## config.mk

```make
export PLATFORM = sky130hd
export DESIGN_NAME = devctl_regs
export DESIGN_NICKNAME = d
export VERILOG_FILES = /design/src/rtl/devctl_pkg.sv /design/src/rtl/devctl_sync.sv /design/src/rtl/devctl_lockbank.sv /design/src/rtl/devctl_rdmux.sv /design/src/rtl/devctl_regs.sv
export SDC_FILE = /design/constraint.sdc
export NUM_CORES = 1
export LEC_CHECK = 0
export BUFFER_PORTS_ARGS = -buffer_cell sky130_fd_sc_hd__buf_2
export CAP_MARGIN = 20
export CORE_MARGIN = 1
export CORE_UTILIZATION = 35
export DETAILED_ROUTE_END_ITERATION = 10
export GPL_TIMING_DRIVEN = 0
export SKIP_LAST_GASP = 1
export SLEW_MARGIN = 20
export SYNTH_ARGS = -nofsm -noshare
export SYNTH_HDL_FRONTEND = slang
export SYNTH_HIERARCHICAL = 1
export SYNTH_SLANG_ARGS = --single-unit
```

## constraint.sdc

```tcl
create_clock -name clk -period 2.5 [get_ports clk]
set_input_delay 0.375 -clock clk [delete_from_list [all_inputs] [get_ports clk]]
set_output_delay 0.375 -clock clk [all_outputs]
set_load 0.03 [all_outputs]
```

## src/rtl/devctl_pkg.sv

```systemverilog
package devctl_pkg;
  localparam int ADDR_W = 8;
  localparam int DATA_W = 32;

  localparam logic [ADDR_W-1:0] A_ID0     = 8'h00;
  localparam logic [ADDR_W-1:0] A_ID1     = 8'h01;
  localparam logic [ADDR_W-1:0] A_REV     = 8'h02;
  localparam logic [ADDR_W-1:0] A_MODE    = 8'h08;
  localparam logic [ADDR_W-1:0] A_LED     = 8'h09;
  localparam logic [ADDR_W-1:0] A_GPIO    = 8'h0a;
  localparam logic [ADDR_W-1:0] A_LDBASE  = 8'h0c;
  localparam logic [ADDR_W-1:0] A_LDLEN   = 8'h0d;
  localparam logic [ADDR_W-1:0] A_RTNPTR  = 8'h10;
  localparam logic [ADDR_W-1:0] A_KEY0    = 8'h20;
endpackage

```

## src/rtl/devctl_sync.sv

```systemverilog
module devctl_sync #(
  parameter int W = 2
) (
  input  logic         clk,
  input  logic         rst_n,
  input  logic [W-1:0] d,
  output logic [W-1:0] q
);
  logic [W-1:0] stage1_q, stage2_q;

  always_ff @(posedge clk or negedge rst_n) begin
    if (!rst_n) begin
      stage1_q <= '0;
      stage2_q <= '0;
    end else begin
      stage1_q <= d;
      stage2_q <= stage1_q;
    end
  end

  assign q = stage2_q;
endmodule

```

## src/rtl/devctl_lockbank.sv

```systemverilog
module devctl_lockbank
  import devctl_pkg::*;
#(
  parameter int KEY_WORDS = 8
) (
  input  logic                             clk,
  input  logic                             rst_n,
  input  logic                             wr_ok,
  input  logic                             locked,
  input  logic [ADDR_W-1:0]                waddr,
  input  logic [DATA_W-1:0]                wdata,
  output logic [DATA_W-1:0]                base_q,
  output logic [DATA_W-1:0]                len_q,
  output logic [DATA_W-1:0]                ptr_q,
  output logic [KEY_WORDS-1:0][DATA_W-1:0] key_q
);
  always_ff @(posedge clk or negedge rst_n) begin
    if (!rst_n) begin
      base_q <= '0;
      len_q  <= '0;
      ptr_q  <= '0;
    end else if (wr_ok) begin
      if (waddr == A_LDBASE) base_q <= wdata;
      if (waddr == A_LDLEN)  len_q  <= wdata;
      if (waddr == A_RTNPTR) ptr_q  <= wdata;
    end
  end

  for (genvar i = 0; i < KEY_WORDS; i++) begin : g_key
    localparam logic [ADDR_W-1:0] KADDR = A_KEY0 + ADDR_W'(i);
    always_ff @(posedge clk or negedge rst_n) begin
      if (!rst_n)                        key_q[i] <= '0;
      else if (wr_ok && waddr == KADDR)  key_q[i] <= wdata;
    end
  end

  AST_FROZEN_LOAD: assert property (@(posedge clk) disable iff (!rst_n)
    locked |=> ($stable(base_q) && $stable(len_q)));
  AST_FROZEN_PTR: assert property (@(posedge clk) disable iff (!rst_n)
    locked |=> $stable(ptr_q));
  AST_FROZEN_KEY: assert property (@(posedge clk) disable iff (!rst_n)
    locked |=> $stable(key_q));
endmodule

```

## src/rtl/devctl_rdmux.sv

```systemverilog
module devctl_rdmux
  import devctl_pkg::*;
#(
  parameter int          KEY_WORDS = 8,
  parameter logic [31:0] ID_WORD0  = 32'h6465_7663,
  parameter logic [31:0] ID_WORD1  = 32'h746c_7231,
  parameter logic [31:0] REV_WORD  = 32'h0000_0003
) (
  input  logic [ADDR_W-1:0]                addr,
  input  logic                             mode,
  input  logic [2:0]                       led,
  input  logic [3:0]                       gpio_word,
  input  logic [DATA_W-1:0]                base,
  input  logic [DATA_W-1:0]                len,
  input  logic [DATA_W-1:0]                ptr,
  input  logic [KEY_WORDS-1:0][DATA_W-1:0] key,
  output logic [DATA_W-1:0]                word
);
  localparam int KIDX_W = (KEY_WORDS > 1) ? $clog2(KEY_WORDS) : 1;

  logic [ADDR_W-1:0] koff;
  assign koff = addr - A_KEY0;

  always_comb begin
    word = '0;
    if (koff < ADDR_W'(KEY_WORDS)) begin
      word = key[koff[KIDX_W-1:0]];
    end else begin
      case (addr)
        A_ID0:    word = ID_WORD0;
        A_ID1:    word = ID_WORD1;
        A_REV:    word = REV_WORD;
        A_MODE:   word = {{(DATA_W-1){1'b0}}, mode};
        A_LED:    word = {{(DATA_W-3){1'b0}}, led};
        A_GPIO:   word = {{(DATA_W-4){1'b0}}, gpio_word};
        A_LDBASE: word = base;
        A_LDLEN:  word = len;
        A_RTNPTR: word = ptr;
        default:  word = '0;
      endcase
    end
  end
endmodule

```

## src/rtl/devctl_regs.sv

```systemverilog
module devctl_regs
  import devctl_pkg::*;
#(
  parameter int KEY_WORDS = 8
) (
  input  logic              clk,
  input  logic              rst_n,
  input  logic              sel,
  input  logic              we,
  input  logic [ADDR_W-1:0] addr,
  input  logic [DATA_W-1:0] wdata,
  input  logic              fw_priv,
  input  logic [1:0]        gpio_in,
  output logic [DATA_W-1:0] rdata,
  output logic              ready,
  output logic              app_mode,
  output logic [2:0]        led,
  output logic [1:0]        gpio_out
);
  logic                             mode_q;
  logic [2:0]                       led_q;
  logic [1:0]                       gout_q;
  logic [1:0]                       gin_sync;
  logic [DATA_W-1:0]                rdata_q, rd_word;
  logic                             ready_q;
  logic                             wr_any, wr_priv;
  logic [DATA_W-1:0]                base_w, len_w, ptr_w;
  logic [KEY_WORDS-1:0][DATA_W-1:0] key_w;

  assign wr_any  = sel && we;
  assign wr_priv = wr_any && fw_priv && !mode_q;

  devctl_sync #(.W(2)) u_sync (
    .clk(clk), .rst_n(rst_n), .d(gpio_in), .q(gin_sync)
  );

  devctl_lockbank #(.KEY_WORDS(KEY_WORDS)) u_bank (
    .clk(clk), .rst_n(rst_n), .wr_ok(wr_priv), .locked(mode_q),
    .waddr(addr), .wdata(wdata),
    .base_q(base_w), .len_q(len_w), .ptr_q(ptr_w), .key_q(key_w)
  );

  devctl_rdmux #(.KEY_WORDS(KEY_WORDS)) u_rdmux (
    .addr(addr), .mode(mode_q), .led(led_q), .gpio_word({gout_q, gin_sync}),
    .base(base_w), .len(len_w), .ptr(ptr_w), .key(key_w), .word(rd_word)
  );

  always_ff @(posedge clk or negedge rst_n) begin
    if (!rst_n) begin
      mode_q  <= 1'b0;
      led_q   <= '0;
      gout_q  <= '0;
      rdata_q <= '0;
      ready_q <= 1'b0;
    end else begin
      ready_q <= sel;
      if (sel) rdata_q <= rd_word;
      if (wr_priv && addr == A_MODE && wdata[0]) mode_q <= 1'b1;
      if (wr_any && addr == A_LED)  led_q  <= wdata[2:0];
      if (wr_any && addr == A_GPIO) gout_q <= wdata[3:2];
    end
  end

  assign rdata    = rdata_q;
  assign ready    = ready_q;
  assign app_mode = mode_q;
  assign led      = led_q;
  assign gpio_out = gout_q;

  AST_READY_AFTER_SEL: assert property (@(posedge clk) disable iff (!rst_n)
    sel |=> ready);
  AST_READY_NEEDS_SEL: assert property (@(posedge clk) disable iff (!rst_n)
    !sel |=> !ready);
  AST_MODE_STICKY: assert property (@(posedge clk) disable iff (!rst_n)
    app_mode |=> app_mode);
  AST_MODE_NEEDS_FW: assert property (@(posedge clk) disable iff (!rst_n)
    (!app_mode && !fw_priv) |=> !app_mode);
  AST_LED_WRITE: assert property (@(posedge clk) disable iff (!rst_n)
    (sel && we && addr == A_LED) |=> (led == $past(wdata[2:0])));
  AST_UNMAPPED_ZERO: assert property (@(posedge clk) disable iff (!rst_n)
    (sel && addr >= 8'h40) |=> (rdata == '0));
endmodule

```

After elaboration in Yosys (flattened, before gate mapping):

Cells that the tools add are included.

* mux-type cells: 4
* $lt $le $gt $ge: 2
* reductions and logical operators: 20
* add/subtract/negate cells: 1
* eq/ne operators: 16

Operators by type and width (count)
* $pmux W32 S9: 1
* $bmux W32 S3: 1
* $eq A8 B6 Y1 const B: 8
* $mux W32: 2
* $eq A8 B4 Y1 const B: 5
* $logic_and A1 B1 Y1: 15
* $eq A8 B1 Y1 const B: 1
* $eq A8 B2 Y1 const B: 1
* $eq A8 B5 Y1 const B: 1
* $logic_not A8 Y1: 1
* $lt A8 B4 Y1 const B: 1
* $sub A8 B6 Y8 const B: 1
* $reduce_and A2 Y1: 3
* $lt A3 B4 Y1 const B: 1
* $logic_not A1 Y1: 1

* bits of input ports: 47
* register bits after elaboration: 395
* word-level logic and storage cells: 61
* output and inout bits: 39

Longest topological paths before layout:

Gate-level depths: netlist (run 1).

* depth in word-level cells: 5
* depth in mapped cells: 8
* depth with buffers taken out: 6

Cells and area by module:

Netlist (run 1), hierarchy kept.

Modules (own cells, without submodules)
* devctl_lockbank: instances 1, area an instance 13255.2 µm², cells an instance 792, sequential area each 8808.4 µm²
* devctl_rdmux: instances 1, area an instance 2894.0 µm², cells an instance 269, sequential area each 0.0 µm²
* devctl_regs: instances 1, area an instance 1485.2 µm², cells an instance 88, sequential area each 975.9 µm²
* devctl_sync: instances 1, area an instance 100.1 µm², cells an instance 4, sequential area each 100.1 µm²

Worst setup path after synthesis (run 1):

OpenSTA, ideal clock, no wires.

* path kind: input port to flip-flop
* start point: input sel
* end point: register u_bank/key_q[100] in the netlist's numbering
* arrival time: 2274 ps
* cell stages on the path: 8
* library setup time: 125 ps
* buffers on the path: 4
* slack: 101 ps
* data required time: 2375 ps
* cells stage by stage: buf_2 -> buf_2 -> and4b_1 -> nor3b_1 -> and4_1 -> clkbuf_1 -> buf_2 -> mux2_2

* cells in the longest elaborated chain, start to end: 4

Ends and longest elaborated chain
* start, declared: line devctl_regs.sv:8 `input logic sel,`
* $logic_and A1 B1 Y1: line devctl_regs.sv:30 `assign wr_any = sel && we;`
* $logic_and A1 B1 Y1 (2 in a row): line devctl_regs.sv:31 `assign wr_priv = wr_any && fw_priv && !mode_q;`
* net wr_priv: line devctl_regs.sv:26 `logic wr_any, wr_priv;`
* $logic_and A1 B1 Y1: line devctl_lockbank.sv:33 `else if (wr_ok && waddr == KADDR) key_q[i] <= wdata;`
* end signal, assigned by index: line devctl_lockbank.sv:33
* end, declared: line devctl_lockbank.sv:15 `output logic [KEY_WORDS-1:0][DATA_W-1:0] key_q`

The timed path passes the listed nets, and every way through them passes these cells.
A chain may end at the register's enable or synchronous reset.

Final worst setup path (run 1):

* start point: input addr[1]
* end point: register rdata_q[31], in the netlist rdata[31]

* cells in the longest elaborated chain, start to end: 4
* elaborated cells on any way between the ends: 15
* classes of those cells: 1 x add/sub; 1 x order compare; 8 x eq/ne; 4 x mux; 1 x reduce/logical

Ends and longest elaborated chain
* start, declared: line devctl_regs.sv:10 `input logic [ADDR_W-1:0] addr,`
* branches (longest 3 deep; another with $sub A8 B6 Y8)
* $mux W32 (*): line devctl_rdmux.sv:26 `if (koff < ADDR_W'(KEY_WORDS)) begin`
* net rd_word[31]: line devctl_regs.sv:24 `logic [DATA_W-1:0] rdata_q, rd_word;`
* end signal, assigned: line devctl_regs.sv:57 `if (sel) rdata_q <= rd_word;`
* end, declared: line devctl_regs.sv:24

Mark *: on every way through the listed nets, which the timed path passes. The select of a mux whose other input is x is not followed.

==> flow_metrics.py, run 1 <==
metrics = {
    "job": {
        "cap_violations": 0,
    },
    "timing": {
        "setup_tns_ps": 0,
        "hold_viol_final": 0,
        "tightestPinTransition_ps": 1177,
        "timing.fmax_mhz": 407.7,
        "timing.final.crit_period_ps": 2453,
        "rsz0062_at_grt": "false",
        "maxSlewHeadroom": 0.2151,
        "setup_viol_count_final": 0,
        "slew_viol_final": 0,
        "fin_worst_skew_ps": 17.52,
        "period_share": 0.9812,
    },
    "power_and_ir_drop": {
        "power.total_w": 0.01375,
        "power.switching_w": 0.003137,
        "combPwrFrac": 0.053,
        "p_sw_frac": 0.2282,
        "p_int_w": 0.01061,
        "share_seq_of_total_power": 0.475,
        "ir_drop_mv": 0.3871,
        "clkPwrFrac": 0.471,
        "leakagePower_nw": 10.09,
        "power_density_nw_per_um2": 663.9,
    },
    "finish": {
        "area_growth_pct": 16.76,
        "mostFrequentLayoutCell": "dfrtp_1",
        "fillers": 4678,
        "diodes": 0,
        "most-common-layout-cells": "395 x dfrtp_1, 384 x mux2_2, 101 x buf_2",
        "finalNonFillerCells": 2002,
        "num-nets-final": 1344,
        "drive_gt1_frac": 0.4985,
    },
    "route": {
        "wl_per_cell_um": 23.92,
        "detail-route-antenna-nets": 0,
        "drtPass1Iterations": 5,
        "drtIter0Drc": 671,
        "wl_um": 47880,
        "viasPerCell": 5.328,
        "drcViolationCount": 0,
        "via_count": 10670,
    },
    "clock_network": {
        "cts_tree": "yes",
        "ctsLongestPathBuffers": 3,
        "ctsRootBufferMaster": "clkbuf_16",
        "cts_made_buffers": 44,
        "path_clk_slew_ps": 60,
        "htreeDepth": 2,
        "cts.sinks": 395,
        "clk_latency_ps": 580,
    },
    "setup_path": {
        "crit_chain": "buf_2 > buf_4 > clkbuf_1 > mux4_2 > mux2i_1 > o221ai_1 > mux2_2",
        "reg2reg_slack_ps": 60,
        "r2r-end": "u_bank/key_q[123]",
        "arrival_ps": 2910,
        "crit_fanout": 14,
        "crit_type": "in2reg",
        "required_ps": 2960,
        "rr_startpoint": "app_mode",
        "rr_worst_depth": 6,
        "end_kind": "register",
        "max_stage_delay_ps": 780,
        "crit_path_top_delay_cell": "clkbuf_1",
        "cp-start-kind": "input pin",
    },
    "floorplan": {
        "start_util": 0.3542,
        "design.core.area_um2": 50070,
        "fp.dieW_um": 227.1,
        "die_h_um": 227.1,
        "io_pins": 86,
        "num_rows": 82,
        "die_area_um2": 51570,
    },
    "logic_synthesis": {
        "yosysTopAreaCell": "dfrtp_1",
        "synthesis.nets": 1201,
        "ys_types": 48,
        "synth_edf_count": 0,
        "synth_cells": 1153,
        "synth_top_flop_cell": "dfrtp_1",
        "synthTopCellsByArea": "dfrtp_1 56%, mux2_2 24%, mux4_2 8.1%",
        "synth_top_area_frac": 0.5574,
        "async_flop_share": 1.000,
        "synth_area_per_cell_um2": 15.38,
        "synth_area_um2": 17730,
        "yosysWarnings": 6,
        "synth-seq-cells": 395,
        "yosysSeqAreaShare": 0.5574,
    },
    "outcome": {
        "outcome": "finished clean",
    },
    "place": {
        "place.port_buffers": 85,
        "dp_hpwl_um": 31400,
        "globalplace.congestion": 0.8412,
        "place_inst": 1916,
    },
    "grt": {
        "grt_pass1_vias": 11520,
        "antenna_found_initial": 0,
        "grt-ovfl-total": 0,
        "grt_start_max_net_pins": 90,
        "track_usage": 0.1946,
        "grt_pass1_wl_um": 73650,
    },
    "worst_hold_path": {
        "hp-class": "in2reg",
        "hold_end": "u_bank/key_q[230]",
        "min_from": "wdata[6]",
        "hold_path_depth": 2,
    },
}
## power groups by stage
stage               Combinational (W)  Clock (W)  Sequential, W
floorplan                    0.000342          0        0.00664
global placement             0.000693          0        0.00665
detailed placement           0.000739          0        0.00665
CTS                          0.000747    0.00667        0.00653
global route                 0.000802    0.00692        0.00654
finish                       0.000735    0.00648        0.00653
## cells in the mapped netlist (3+ instances only)
cell,count
nand4_1,3
buf_6,4
a221oi_1,3
clkbuf_1,70
mux4_2,64
o21ai_0,3
mux2_2,384
nand3b_1,3
o211ai_1,3
dfrtp_1,395
buf_1,5
nor2_1,5
buf_2,20
inv_1,3
mux2_1,6
o2111ai_1,5
a22o_1,11
nand2_1,30
mux2i_1,32
nand4b_1,3
a22oi_1,22
o21ai_1,4
and4b_1,4
buf_4,10
a21oi_1,11
o221ai_1,20
## worst max path at each step
stage               startpoint           endpoint  slack [ps]  cells past startpoint
floorplan                  sel  u_bank/key_q[100]         100                      8
global placement         rst_n  u_bank/key_q[207]       -6740                      1
detailed placement         sel   u_bank/key_q[40]       -1000                      8
CTS                        sel  u_bank/key_q[111]          10                      9
global route          app_mode  u_bank/key_q[121]           5                      6
finish                 addr[1]          rdata[31]          50                      7
## sequential cells by signal, summed over array words and instances, names as in the netlist
register / flops
u_bank/base_q: 32
u_bank/len_q: 32
u_bank/ptr_q: 32
ready: 1
app_mode: 1
u_sync/stage1_q: 2
u_sync/q: 2
u_bank/key_q: 256
rdata: 32
gpio_out: 2
led: 3
## cell families (layout without fill, tap and decap cells)
kind of cell | Yosys count | count (layout) | share of synthesized area
multiplexers | 486 | 486 | 0.3470
buffers and inverters | 112 | 289 | 0.02893
AO/OA/AOI/OAI | 87 | 87 | 0.03753
XOR/XNOR | 1 | 1 | 0.0004940
flip-flops | 395 | 395 | 0.5574
adder cells (fa/ha/maj) | 1 | 1 | 0.0007054
AND/OR/NAND/NOR | 71 | 71 | 0.02801
## metal layers
metal,wire [um],part of all wire,vias to the layer above,GRT usage
li1,-,-,4616,-
met4,1926,0.040,0,0.08876
met2,22480,0.47,275,0.3069
met5,0,0,-,0
met3,2623,0.055,85,0.03691
met1,20850,0.44,5691,0.2601
## through the flow
stage	utilization	setup WS, ps	hold slack (ps)	area [um2]
floorplan	-	100.9	79.41	17730
global placement	0.3795	-6744	344.5	19000
detailed placement	0.3827	-997.6	287.5	19160
CTS	0.4130	12.03	0.8000	20680
global route	0.4136	5.322	16.03	20710
finish	0.4136	47.12	33.92	20710
## cell type report
| cell class | instances | area, um2 | share of cell area |
|---|---|---|---|
| inverters | 3 | 11.26 | 0.0005438 |
| flip-flops and latches | 395 | 9884 | 0.4773 |
| clock buffers | 72 | 1379 | 0.06659 |
| well taps | 672 | 840.8 | 0.04060 |
| multi-input cells | 646 | 7342 | 0.3546 |
| plain buffers | 109 | 530.5 | 0.02562 |
| repair buffers | 97 | 639.4 | 0.03088 |
| clock inverters | 8 | 80.08 | 0.003867 |
## worst max-delay path, delay by kind of cell
kind	cells	cell delay, ps
AO/OA/AOI/OAI	1	230
multiplexers	3	990
buffers and inverters	3	1300
## what timing repair did
item | CTS | global route
setup buffers | 0 | 2
endpoints found under the setup margin | 270 | 157
pin swaps | 1 | 1
resized for setup | 6 | 14
hold endpoints to repair | 44 | 0
hold buffers | 4 | 0
No activity file was read; power rests on OpenSTA's default activity.
==> run 2: changes to the inputs <==
--- a/config.mk
+++ b/config.mk
@@ -5,6 +5,7 @@
 export SDC_FILE = /design/constraint.sdc
 export NUM_CORES = 1
 export LEC_CHECK = 0
+export ABC_AREA = 1
 export BUFFER_PORTS_ARGS = -buffer_cell sky130_fd_sc_hd__buf_2
 export CAP_MARGIN = 20
 export CORE_MARGIN = 1
@@ -15,5 +16,4 @@
 export SLEW_MARGIN = 20
 export SYNTH_ARGS = -nofsm -noshare
 export SYNTH_HDL_FRONTEND = slang
-export SYNTH_HIERARCHICAL = 1
 export SYNTH_SLANG_ARGS = --single-unit
==> run 2 against run 1 <==
Compared with the run above:
- first-iteration DRC count increased by 140%
- routed wire length increased by 29%
- design area decreased by 0.71%
- largest cell class unchanged
- highest routed layer unchanged
==> flow_metrics.py, run 2 <==
metrics = {
    "outcome": {
        "outcome": "finished clean",
    },
    "floorplan": {
        "start_util": 0.3543,
        "die_area_um2": 51580,
        "io_pins": 86,
        "num_rows": 82,
        "design.core.area_um2": 50070,
        "fp.dieW_um": 227.1,
        "die_h_um": 227.1,
    },
    "logic_synthesis": {
        "yosysSeqAreaShare": 0.5573,
        "synthSimpleGateAreaFrac": 0.2459,
        "synth_area_per_cell_um2": 8.227,
        "synth_xor_area_frac": 0.0004938,
        "yosysTopAreaCell": "dfrtp_1",
        "synth_top_flop_cell": "dfrtp_1",
        "ys_types": 31,
        "synth_top_area_frac": 0.5573,
        "synth_mux_area_frac": 0,
        "yosysMostFrequentCell": "nand2_1",
        "synth_edf_count": 0,
        "synth-seq-cells": 395,
        "synth_fa_ha_area_frac": 0.001411,
        "synth-compound-area-share": 0.1273,
        "async_flop_share": 1.000,
        "synth_area_um2": 17740,
        "synth_top_family_by_area": "simple AND/OR/NAND/NOR gates",
        "synthesis.nets": 2205,
        "synthTopCellsByArea": "dfrtp_1 56%, nand2_1 16%, o21ai_0 7.6%",
        "synth_cells": 2156,
        "yosys-top-cells-count": "743 x nand2_1, 395 x dfrtp_1, 270 x o21ai_0, 135 x nor2_1, 117 x inv_1",
        "yosysWarnings": 0,
    },
    "setup_path": {
        "reg2reg_slack_ps": 410,
        "crit_end": "rdata[28]",
        "crit_type": "in2reg",
        "rr_worst_depth": 8,
        "r2r-end": "u_bank.key_q[238]",
        "cp-start-kind": "input pin",
        "arrival_ps": 2940,
        "rr_startpoint": "app_mode",
        "cp-startpoint": "addr[5]",
        "crit_fanout": 10,
        "end_kind": "register",
        "required_ps": 3000,
    },
    "grt": {
        "grt_pass1_wl_um": 93560,
        "antenna_found_initial": 0,
        "grt-ovfl-total": 0,
        "track_usage": 0.2449,
        "grt_pass1_vias": 15190,
        "grt_start_max_net_pins": 100,
    },
    "place": {
        "globalplace.congestion": 0.9237,
        "placed_area_um2": 19120,
        "place.port_buffers": 84,
        "dp_hpwl_um": 43450,
    },
    "clock_network": {
        "path_clk_slew_ps": 60,
        "cts_made_buffers": 43,
        "ctsRootBufferMaster": "clkbuf_16",
        "clk_latency_ps": 580,
        "cts_tree": "yes",
        "ctsLongestPathBuffers": 3,
        "cts_setup_buffers": 0,
        "htreeDepth": 2,
        "cts.sinks": 395,
    },
    "power_and_ir_drop": {
        "share_seq_of_total_power": 0.474,
        "p_int_w": 0.01029,
        "power.switching_w": 0.003273,
        "ir_drop_mv": 0.4435,
        "leakagePower_nw": 9.708,
        "power_density_nw_per_um2": 659.9,
        "clkPwrFrac": 0.471,
        "combPwrFrac": 0.055,
        "p_sw_frac": 0.2412,
    },
    "timing": {
        "timing.final.crit_period_ps": 2436,
        "setup_viol_count_final": 0,
        "tightestPinTransition_ps": 1035,
        "hold_ws_ps": 51.30,
        "maxSlewHeadroom": 0.3099,
        "period_share": 0.9744,
        "rsz0062_at_grt": "false",
        "slew_viol_final": 0,
        "timing.fmax_mhz": 410.5,
        "fin_worst_skew_ps": 15.95,
        "hold_viol_final": 0,
    },
    "worst_hold_path": {
        "min_from": "wdata[27]",
        "hp-class": "in2reg",
    },
    "finish": {
        "final-seq-area_um2": 9884,
        "largest_reg_flops": 256,
        "multi_input_area_um2": 6653,
        "most-common-layout-cells": "743 x nand2_1, 395 x dfrtp_1, 270 x o21ai_0",
        "mostFrequentLayoutCell": "nand2_1",
        "drive_gt1_frac": 0.1119,
        "num-nets-final": 2342,
        "regMostFlops": "u_bank.key_q",
        "fillers": 5162,
        "diodes": 0,
        "area_growth_pct": 15.91,
        "final_area_um2": 20560,
    },
    "job": {
        "cap_violations": 0,
    },
    "route": {
        "wl_per_cell_um": 20.61,
        "drtIter0Drc": 1624,
        "detail-route-antenna-nets": 0,
        "via_count": 15600,
        "drtPass1Iterations": 6,
        "wl_um": 61760,
        "viasPerCell": 5.207,
        "drcViolationCount": 0,
    },
}
run 2: final cells by class:
class | count | area share
Buffer | 156 | 0.03530
Clock buffer | 66 | 0.06244
Clock inverter | 10 | 0.005721
Inverter | 125 | 0.02306
Multi-Input combinational cell | 1480 | 0.3236
Sequential cell | 395 | 0.4808
Tap cell | 672 | 0.04090
Timing Repair Buffer | 92 | 0.02824
run 2: what timing repair did:
action,CTS,global route
hold endpoints to repair,49,0
setup endpoints to repair,0,0
hold buffers,4,0
resized for setup,0,0
run 2: logic make-up after synthesis:
kind of cell             count (synthesis)
flip-flops                             395
XOR/XNOR                                 1
AND/OR/NAND/NOR                       1051
adder cells (fa/ha/maj)                  2
buffers and inverters                  281
AO/OA/AOI/OAI                          426
run 2: power by group through the flow:
stage / clock network, W / registers, W / logic (W)
after floorplan: 0 / 0.00657 / 0.000267
after global placement: 0 / 0.00654 / 0.000710
after detailed placement: 0 / 0.00654 / 0.000740
after CTS: 0.00647 / 0.00643 / 0.000748
after global routing: 0.00671 / 0.00642 / 0.000803
final: 0.00640 / 0.00643 / 0.000746
run 2: critical path, cell delays in order:
cell	delay, ps
buf_2	110
inv_1	70
ha_1	210
xor2_1	170
nor2_1	610
clkbuf_1	750
nand3_1	330
nand2_1	180
nand2_1	60
nand2_1	60
run 2: metrics by stage:
stage          setup slack, ps  power [W]  TNS (ps)  instances  utilization
6_report                 63.89    0.01357         0       2996       0.4106
5_1_grt                  69.36    0.01394         0       2996       0.4106
4_1_cts                  194.1    0.01364         0       2996       0.4106
3_5_place_dp            -386.8   0.007281     -4011       2916       0.3818
3_3_place_gp             -6744   0.007254  -2645340       2912       0.3794
2_1_floorplan            924.4   0.006837         0       2156            -
run 2: worst min path at each step:
stage	endpoint	slack, ps	cells after the start
final	u_bank.key_q[251]	50	3
after global routing	u_bank.key_q[254]	60	3
after CTS	u_bank.key_q[251]	30	3
after detailed placement	rdata[25]	330	1
after global placement	u_sync.q[1]	350	0
after floorplan	app_mode	80	0
run 2: per-layer routing:
metal	GRT usage	share of wire	vias to the layer above	routed length [um]
met4	0.1028	0.039	0	2430
met3	0.03704	0.074	128	4601
met2	0.3874	0.46	658	28280
met5	0	0	-	0
li1	-	-	7196	-
met1	0.3348	0.43	7618	26450
==> run 3: changes to the inputs <==
--- a/config.mk
+++ b/config.mk
@@ -12,6 +12,7 @@
 export CORE_UTILIZATION = 35
 export DETAILED_ROUTE_END_ITERATION = 10
 export GPL_TIMING_DRIVEN = 0
+export PLACE_DENSITY_LB_ADDON = 0.3
 export SKIP_LAST_GASP = 1
 export SLEW_MARGIN = 20
 export SYNTH_ARGS = -nofsm -noshare
==> run 3 against run 2 <==
Compared with the run above:
- maximum frequency decreased by 0.96%
- global-route usage decreased by 0.50 points
- combinational power decreased by 0.9%
- highest routed layer unchanged
- first-iteration DRC count decreased by 3.3%
- total power increased by 1.2%
- design area increased by 0.32%
- sequential share of layout area decreased by 0.15 points
- largest power group is now the clock network
- via count increased by 0.55%
- clock power increased by 3%
- clock-buffer cell count decreased by 1
==> flow_metrics.py, run 3 (synthesis results as in run 2) <==
metrics = {
    "outcome": {
        "outcome": "finished clean",
    },
    "setup_path": {
        "rr_worst_depth": 8,
        "crit_fanout": 10,
        "reg2reg_slack_ps": 480,
        "arrival_ps": 2960,
        "r2r-end": "u_bank.key_q[232]",
        "cp-start-kind": "input pin",
        "crit_type": "in2reg",
        "rr_startpoint": "app_mode",
        "required_ps": 3000,
        "end_kind": "register",
    },
    "power_and_ir_drop": {
        "leakagePower_nw": 9.751,
        "power_density_nw_per_um2": 666.0,
        "ir_drop_mv": 0.4562,
    },
    "finish": {
        "drive_gt1_frac": 0.1147,
        "mostFrequentLayoutCell": "nand2_1",
        "regMostFlops": "u_bank.key_q",
        "diodes": 0,
        "final_area_um2": 20620,
        "area_growth_pct": 16.28,
        "largest_reg_flops": 256,
        "fillers": 5149,
        "most-common-layout-cells": "743 x nand2_1, 395 x dfrtp_1, 270 x o21ai_0",
        "num-nets-final": 2342,
    },
    "route": {
        "wl_um": 60910,
        "wl_per_cell_um": 20.31,
        "drtPass1Iterations": 6,
        "drtIter0Drc": 1571,
        "via_count": 15690,
        "drcViolationCount": 0,
        "viasPerCell": 5.230,
        "detail-route-antenna-nets": 0,
    },
    "timing": {
        "timing.final.crit_period_ps": 2460,
        "setup_viol_count_final": 0,
        "slew_viol_final": 0,
        "fin_worst_skew_ps": 25.76,
        "timing.fmax_mhz": 406.5,
        "hold_viol_final": 0,
        "period_share": 0.9839,
        "maxSlewHeadroom": 0.2876,
        "fin_ws_ps": 40.20,
        "rsz0062_at_grt": "false",
        "tightestPinTransition_ps": 1069,
        "setup_tns_ps": 0,
    },
    "grt": {
        "antenna_found_initial": 0,
        "grt_use_met2": 0.3859,
        "track_usage": 0.2399,
        "grt_start_max_net_pins": 96,
        "grt-ovfl-total": 0,
        "use_met1": 0.3262,
        "grt_pass1_wl_um": 92140,
        "grt_pass1_vias": 15070,
        "grt.busiest_layer": "met2",
        "met3_usage": 0.03536,
    },
    "clock_network": {
        "cts_tree": "yes",
        "cts_made_buffers": 43,
        "ctsLongestPathBuffers": 3,
        "clk_latency_ps": 570,
        "ctsRootBufferMaster": "clkbuf_16",
        "cts_setup_buffers": 0,
        "cts.sinks": 395,
        "htreeDepth": 2,
        "path_clk_slew_ps": 60,
    },
    "floorplan": {
        "design.core.area_um2": 50070,
        "die_h_um": 227.1,
        "die_area_um2": 51580,
        "fp.dieW_um": 227.1,
        "start_util": 0.3543,
        "num_rows": 82,
        "io_pins": 86,
    },
    "place": {
        "dp_hpwl_um": 43380,
        "placed_area_um2": 19120,
        "globalplace.congestion": 0.9581,
        "place.port_buffers": 84,
        "place_ws_ps": -378.0,
    },
    "worst_hold_path": {
        "hold_end": "u_bank.key_q[249]",
        "hp-class": "in2reg",
        "min_from": "wdata[25]",
        "hold_path_depth": 3,
    },
    "job": {
        "cap_violations": 0,
    },
}
==> run 3: cell types whose count changed in the layout (fill, tap and decap cells not counted), sizes merged <==
cell      change
bufinv        +1
clkinv        +5
clkinvlp      -1
inv           -1
clkbuf        -1
==> run 3: critical path: stages <==
cell and delay, ps:
buf_2 100, inv_1 70, ha_1 200, xor2_1 160
nor2_1 590, clkbuf_1 780, nand3_1 360, nand2_1 190
nand2_1 70, nand2_1 60
==> run 3: repair_timing <==
action	in CTS	in global routing
hold buffers	4	0
gates resized for setup	0	0
endpoints found under the hold margin	79	0
==> run 3: worst max path at each step <==
| stage | startpoint | to | slack [ps] |
|---|---|---|---|
| after global routing | addr[5] | rdata[28] | 110 |
| after CTS | addr[5] | rdata[28] | 200 |
| final | addr[5] | rdata[28] | 40 |
| after detailed placement | addr[5] | rdata[28] | -380 |
| after global placement | rst_n | u_bank.key_q[198] | -6800 |
| after floorplan | addr[5] | rdata[5] | 920 |
==> run 3: metal layers <==
metal / part of all wire / vias up
met4: 0.039 / 0
met3: 0.068 / 135
met2: 0.46 / 627
met5: 0 / -
met1: 0.43 / 7726
li1: - / 7198
==> run 3: final cells by class <==
type | instances | area [um2] | area share
Clock inverter | 14 | 167.7 | 0.008129
Multi-Input combinational cell | 1480 | 6653 | 0.3226
Buffer | 156 | 725.7 | 0.03519
Clock buffer | 65 | 1299 | 0.06297
Inverter | 125 | 474.2 | 0.02299
Sequential cell | 395 | 9884 | 0.4793
Timing Repair Buffer | 92 | 580.6 | 0.02815
Tap cell | 672 | 840.8 | 0.04077
==> run 3: through the flow <==
step	total power (W)	util	hold WS (ps)	cells
after floorplan	0.006837	-	79.41	2156
after global placement	0.007248	0.3794	345.9	2912
after detailed placement	0.007275	0.3818	356.8	2916
after CTS	0.01382	0.4119	43.38	2999
after global routing	0.01412	0.4119	67.08	2999
final	0.01374	0.4119	53.39	2999
==> run 3: power breakdown <==
part	leakage [nW]	total [W]	switching [W]	internal, W
clock	0.731	0.00657	0.00267	0.00390
combinational	3.53	0.000739	0.000596	0.000143
sequential	5.49	0.00642	0.0000124	0.00641
total	9.75	0.0137	0.00328	0.0105
